==> config.mk <==
export PLATFORM = sky130hd
export DESIGN_NAME = ps2_dual_regctl
export DESIGN_NICKNAME = d
export VERILOG_FILES = /design/src/rtl/ps2rc_pkg.sv /design/src/rtl/ps2rc_decode.sv /design/src/rtl/ps2rc_port.sv /design/src/rtl/ps2_dual_regctl.sv
export SDC_FILE = /design/constraint.sdc
export NUM_CORES = 1
export LEC_CHECK = 0
export BUFFER_PORTS_ARGS = -buffer_cell sky130_fd_sc_hd__buf_2
export CAP_MARGIN = 20
export CORE_MARGIN = 8
export CORE_UTILIZATION = 40
export DETAILED_ROUTE_END_ITERATION = 8
export PLACE_DENSITY = 0.63
export SETUP_SLACK_MARGIN = 0.02
export SLEW_MARGIN = 15
export SYNTH_ARGS = -nofsm -noshare
export SYNTH_HDL_FRONTEND = slang
export SYNTH_SLANG_ARGS = --single-unit
==> constraint.sdc <==
create_clock -name clk -period 1.8 [get_ports clk]
set_clock_uncertainty 0.05 [all_clocks]
set_input_delay 0 -clock clk [delete_from_list [all_inputs] [get_ports clk]]
set_output_delay 0 -clock clk [all_outputs]
set_load 0.1 [all_outputs]
==> src/rtl/ps2rc_pkg.sv <==
package ps2rc_pkg;

    localparam int DW = 8;

    // register slot selected by address bits [3:2]; slot 0 is identity on read, reset on write
    typedef enum logic [1:0] {
        OFS_ID   = 2'd0,
        OFS_DATA = 2'd1,
        OFS_CTRL = 2'd2,
        OFS_STAT = 2'd3
    } ofs_e;

    // control bit positions
    localparam int CB_EN   = 0;
    localparam int CB_LOOP = 1;
    localparam int CB_DIAG = 5;
    localparam int CB_DDIR = 6;
    localparam int CB_CDIR = 7;

    // status bit positions
    localparam int SB_RXNE = 0;
    localparam int SB_TXNE = 1;
    localparam int SB_TERR = 2;
    localparam int SB_PERR = 3;
    localparam int SB_IRQ  = 4;
    localparam int SB_DSH  = 6;
    localparam int SB_CSH  = 7;

    typedef struct packed {
        logic [DW-1:0] ctrl;
        logic [DW-1:0] lb_byte;
        logic          lb_ne;
        logic          irq;
    } port_st_t;

    typedef struct packed {
        logic [DW-1:0] rdata;
    } top_st_t;

endpackage

==> src/rtl/ps2rc_decode.sv <==
module ps2rc_decode
    import ps2rc_pkg::*;
#(
    parameter int NPORT   = 2,
    parameter int WIN_LSB = 8,
    parameter int PW      = 1,
    parameter int AW      = 9
) (
    input  logic             bus_vld,
    input  logic             bus_wr,
    input  logic [AW-1:0]    bus_addr,
    output logic [NPORT-1:0] acc_rd,
    output logic [NPORT-1:0] acc_wr,
    output ofs_e             ofs
);

    logic unused_addr_bits;
    assign unused_addr_bits = ^{bus_addr[WIN_LSB-1:4], bus_addr[1:0]};

    assign ofs = ofs_e'(bus_addr[3:2]);

    for (genvar gi = 0; gi < NPORT; gi++) begin : g_hit
        logic hit;
        assign hit        = (bus_addr[WIN_LSB +: PW] == PW'(gi));
        assign acc_rd[gi] = bus_vld && !bus_wr && hit;
        assign acc_wr[gi] = bus_vld &&  bus_wr && hit;
    end

endmodule

==> src/rtl/ps2rc_port.sv <==
module ps2rc_port
    import ps2rc_pkg::*;
#(
    parameter int PORT_ID = 0
) (
    input  logic          clk,
    input  logic          rst,
    input  logic          acc_rd,
    input  logic          acc_wr,
    input  ofs_e          ofs,
    input  logic [DW-1:0] wdata,
    input  logic [DW-1:0] rx_byte,
    input  logic          rx_ne,
    input  logic          dev_irq,
    input  logic          irq_any,
    output logic [DW-1:0] rd_val,
    output logic          tx_stb,
    output logic [DW-1:0] tx_byte,
    output logic          rx_pop,
    output logic          irq,
    output logic [DW-1:0] ctrl
);

    port_st_t st_q, st_d;
    logic     loop_on;
    logic     irq_set, irq_clr;
    logic [DW-1:0] status;

    assign loop_on = st_q.ctrl[CB_LOOP];

    always_comb begin
        status          = '0;
        status[SB_DSH]  = !(st_q.ctrl[CB_DIAG] && !st_q.ctrl[CB_DDIR]);
        status[SB_CSH]  = !(st_q.ctrl[CB_DIAG] && !st_q.ctrl[CB_CDIR]);
        status[SB_RXNE] = loop_on ? st_q.lb_ne : rx_ne;
        status[SB_IRQ]  = irq_any;
        status[SB_TXNE] = 1'b0;
        status[SB_TERR] = 1'b0;
        status[SB_PERR] = 1'b0;
    end

    always_comb begin
        st_d    = st_q;
        tx_stb  = 1'b0;
        tx_byte = wdata;
        rx_pop  = 1'b0;
        rd_val  = '0;
        irq_set = 1'b0;
        irq_clr = 1'b0;

        if (acc_rd) begin
            unique case (ofs)
                OFS_ID:   rd_val = DW'(PORT_ID);
                OFS_DATA: begin
                    if (loop_on) begin
                        rd_val      = st_q.lb_byte;
                        st_d.lb_ne  = 1'b0;
                        irq_clr     = 1'b1;
                    end else begin
                        rd_val = rx_byte;
                        rx_pop = 1'b1;
                    end
                end
                OFS_CTRL: rd_val = st_q.ctrl;
                OFS_STAT: rd_val = status;
                default:  rd_val = '0;
            endcase
        end

        if (acc_wr) begin
            unique case (ofs)
                OFS_DATA: begin
                    if (loop_on) begin
                        st_d.lb_byte = wdata;
                        st_d.lb_ne   = 1'b1;
                        irq_set      = 1'b1;
                    end else begin
                        tx_stb = 1'b1;
                    end
                end
                OFS_CTRL: st_d.ctrl = wdata;
                default:  ;
            endcase
        end

        if (loop_on) begin
            if (irq_set)      st_d.irq = 1'b1;
            else if (irq_clr) st_d.irq = 1'b0;
        end else begin
            st_d.irq = dev_irq;
        end
    end

    always_ff @(posedge clk) begin
        if (rst) st_q <= '0;
        else     st_q <= st_d;
    end

    assign irq  = st_q.irq;
    assign ctrl = st_q.ctrl;

endmodule

==> src/rtl/ps2_dual_regctl.sv <==
module ps2_dual_regctl
    import ps2rc_pkg::*;
#(
    parameter  int NPORT   = 2,
    parameter  int WIN_LSB = 8,
    localparam int PW      = (NPORT > 1) ? $clog2(NPORT) : 1,
    localparam int AW      = WIN_LSB + PW
) (
    input  logic                      clk,
    input  logic                      rst,
    input  logic                      bus_vld,
    input  logic                      bus_wr,
    input  logic [AW-1:0]             bus_addr,
    input  logic [DW-1:0]             bus_wdata,
    output logic [DW-1:0]             bus_rdata,
    output logic [NPORT-1:0]          dev_tx_stb,
    output logic [NPORT-1:0][DW-1:0]  dev_tx_byte,
    output logic [NPORT-1:0]          dev_rx_pop,
    input  logic [NPORT-1:0][DW-1:0]  dev_rx_byte,
    input  logic [NPORT-1:0]          dev_rx_ne,
    input  logic [NPORT-1:0]          dev_irq,
    output logic                      irq
);

    logic [NPORT-1:0]         acc_rd, acc_wr;
    ofs_e                     ofs;
    logic [NPORT-1:0][DW-1:0] rd_val;
    logic [NPORT-1:0][DW-1:0] port_ctrl;
    logic [NPORT-1:0]         port_irq;
    logic                     irq_any;
    top_st_t                  top_q, top_d;

    ps2rc_decode #(
        .NPORT(NPORT), .WIN_LSB(WIN_LSB), .PW(PW), .AW(AW)
    ) u_decode (
        .bus_vld (bus_vld),
        .bus_wr  (bus_wr),
        .bus_addr(bus_addr),
        .acc_rd  (acc_rd),
        .acc_wr  (acc_wr),
        .ofs     (ofs)
    );

    assign irq_any = |port_irq;

    for (genvar gp = 0; gp < NPORT; gp++) begin : g_port
        ps2rc_port #(.PORT_ID(gp)) u_port (
            .clk    (clk),
            .rst    (rst),
            .acc_rd (acc_rd[gp]),
            .acc_wr (acc_wr[gp]),
            .ofs    (ofs),
            .wdata  (bus_wdata),
            .rx_byte(dev_rx_byte[gp]),
            .rx_ne  (dev_rx_ne[gp]),
            .dev_irq(dev_irq[gp]),
            .irq_any(irq_any),
            .rd_val (rd_val[gp]),
            .tx_stb (dev_tx_stb[gp]),
            .tx_byte(dev_tx_byte[gp]),
            .rx_pop (dev_rx_pop[gp]),
            .irq    (port_irq[gp]),
            .ctrl   (port_ctrl[gp])
        );
    end

    always_comb begin
        top_d.rdata = '0;
        for (int i = 0; i < NPORT; i++) begin
            if (acc_rd[i]) top_d.rdata = top_d.rdata | rd_val[i];
        end
    end

    always_ff @(posedge clk) begin
        if (rst) top_q <= '0;
        else     top_q <= top_d;
    end

    assign bus_rdata = top_q.rdata;
    assign irq       = irq_any;

endmodule

==> results.py <==
metrics = {
    "outcome": {
        "outcome": "completed",
    },
    "pwr": {
        "intPower_w": 0.00137,
        "power_w": 0.00206,
        "p_leak_nw": 1.09,
        "sw_frac_of_total": 0.333,
        "power_density_mw_per_mm2": 736,
        "power_frac_seq": 0.481,
        "comb_power_share": 0.215,
        "ir_worst_vdd_uv": 432,
        "p_sw_w": 0.000687,
        "pwr-share-clk": 0.304,
    },
    "timing": {
        "worst_slew_pin_slew_ps": 494,
        "fin_crit_ps": 1590,
        "grt_setup_unrepaired": "no",
        "max_freq_mhz": 629,
        "finalHoldViolCount": 0,
        "holdWs_ps": 49.9,
        "post-route-period-util": 0.884,
        "max-slew-margin-rel": 0.673,
        "finalSetupViolations": 0,
        "slew_viol_final": 0,
        "fin_tns_setup_ps": 0,
        "worst_slack_ps": 209,
    },
    "cells_and_area": {
        "multi_input_area_mm2": 0.00114,
        "n_fill_cell": 548,
        "drive_gt1_frac": 0.319,
        "regArea_um2": 882,
        "area_delta_synth_final_pct": 22.3,
        "num_antenna_cells": 0,
        "layout.nets": 366,
    },
    "critical_path": {
        "crit_slowest_cell": "buf_2",
        "critPathBufInv": 2,
        "endpoint_kind": "primary output",
        "critPathKind": "reg2out",
        "path_max_fanout": 11,
        "worstPathRequired_ps": 1750,
        "cp_top_family": "buffers and inverters",
        "cp-start-kind": "register",
        "crit_chain": "buf_4 > nor3_4 > buf_2",
        "r2r_slack_ps": 280,
        "arrival_ps": 1540,
        "critPathMaxStageDelay_ps": 450,
    },
    "routing": {
        "post_drt_wl_per_cell_um": 17.1,
        "routed_wirelength_um": 6790,
        "vias": 2108,
        "viasPerCell": 5.30,
        "firstDrtPassIters": 4,
        "drt_iter0_markers": 154,
        "route.detailed.drc": 0,
        "drtAntennaViolNets": 0,
    },
    "clock_tree": {
        "path_clk_slew_ps": 90,
        "worstSkewPairLatency_ps": 300,
        "cts_root_buf": "clkbuf_8",
        "clock-sinks": 44,
        "numCtsBuffers": 5,
        "clock_path_buffers": 2,
        "htreeDepth": 2,
        "postCtsSetupRepairBufs": 0,
        "tritoncts": "yes",
    },
    "yosys": {
        "synth_top_area_cell": "dfxtp_1",
        "netlist_area_mm2": 0.00229,
        "synth_edf_count": 0,
        "synth_common_cells": "dfxtp_1, a21oi_1, nand2_1, nor2_1",
        "ys_ff_latch": 44,
        "postSynthCellCount": 264,
        "synth.top_cell.area_share": 0.385,
        "yosysWarnings": 0,
        "avgSynthCellArea_um2": 8.66,
        "seq_area_frac_synth": 0.385,
        "ys_types": 44,
        "synthMostInstantiatedCell": "dfxtp_1",
        "synth_area_leaders": "dfxtp_1, mux2i_1, buf_4",
        "ys.flop_type": "dfxtp_1",
        "async_reset_ff_frac": 0,
        "syn-num-nets": 305,
    },
    "flow_run": {
        "cap_violations": 0,
    },
    "placement": {
        "dp_slack_ps": 167,
        "gp_congestion": 0.830,
        "portBuffers": 63,
        "hpwlAfterDp_um": 4860,
    },
    "floorplanning": {
        "rows": 27,
        "pin_count": 70,
        "fp.coreArea_mm2": 0.00551,
        "chipWidth_um": 91.6,
        "die_area_mm2": 0.00839,
        "initial_core_util": 0.415,
        "die_y_um": 91.6,
    },
    "global_route": {
        "grt_overflow": 0,
        "first_global_vias": 2111,
        "grt_max_degree": 38,
        "track_usage": 0.159,
        "grt_first_pass_wirelength_um": 10700,
        "antenna_found_initial": 0,
    },
    "worst_hold_path": {
        "hp-class": "in2reg",
    },
}
-- power groups by stage --
stage          sequential, W  clock, W  combinational (W)
3_3_place_gp         0.00101         0           0.000422
2_1_floorplan        0.00104         0           0.000304
5_1_grt             0.000991  0.000689           0.000464
4_1_cts             0.000990  0.000638           0.000444
3_5_place_dp         0.00101         0           0.000423
6_report            0.000990  0.000626           0.000444
-- per-layer routing --
metal	share of wire	vias up	global-route usage	routed length (µm)
li1	-	1031	-	-
met1	0.44	992	0.190	2990
met2	0.48	78	0.267	3250
met3	0.071	7	0.0424	479
met4	0.011	0	0.0559	72
met5	0	-	0	0
-- worst min-delay path: cells and delay by family --
kind            cells  cell delay, ps
compound gates      1              60
simple gates        2             150
buf+inv             1             150
-- final cells by class --
class,instances,area share
clock inverters,3,0.00671
multi-input cells,176,0.408
clock buffers,5,0.0246
well taps,72,0.0322
flip-flops and latches,44,0.315
inverters,7,0.00940
repair buffers,91,0.204
-- cells by family after synthesis --
| logic type | share of synthesized area |
|---|---|
| DFF | 0.385 |
| buffers and inverters | 0.117 |
| muxes | 0.130 |
| AOI/OAI and AO/OA | 0.184 |
| and+or+nand+nor | 0.184 |
-- layout by cell type (no fill, tap or decap), types with 4 or more instances in the layout --
cell / instances
buf_2: 62
dfxtp_1: 43
a21oi_1: 28
nor2_1: 26
nand2_1: 26
mux2i_1: 23
o21ai_0: 17
buf_4: 16
dlygate4sd3_1: 12
inv_1: 7
nand3_1: 6
mux2_2: 6
clkbuf_8: 5
a221oi_1: 4
-- state kept, by name, summed over array words and instances (netlist names) --
register / cells
g_port.u_port.st_q: 18
g_port.u_port.ctrl: 16
bus_rdata: 8
g_port.u_port.irq: 2
-- timing repair --
action	CTS	global route
hold endpoints to repair	32	0
setup endpoints to repair	0	1
hold buffers	12	0
gates resized for setup	0	1
-- final timing paths --
check / start / endpoint / depth (start not counted)
max: g_port[0].u_port.ctrl[1] / dev_rx_pop[0] / 3
min reg2reg: g_port[1].u_port.st_q[5] / bus_rdata[3] / 2
min: bus_vld / g_port[0].u_port.st_q[1] / 4
max reg2reg: g_port[1].u_port.ctrl[1] / g_port[1].u_port.st_q[8] / 5
-- stage by stage --
step | cell area (µm²) | std cells | utilization
after detailed placement | 2590 | 378 | 0.470
after CTS | 2800 | 398 | 0.508
final | 2800 | 398 | 0.508
after global routing | 2800 | 398 | 0.508
after floorplan | 2290 | 264 | -
after global placement | 2590 | 378 | 0.470
Note: power is estimated with default switching activity, not from simulation.
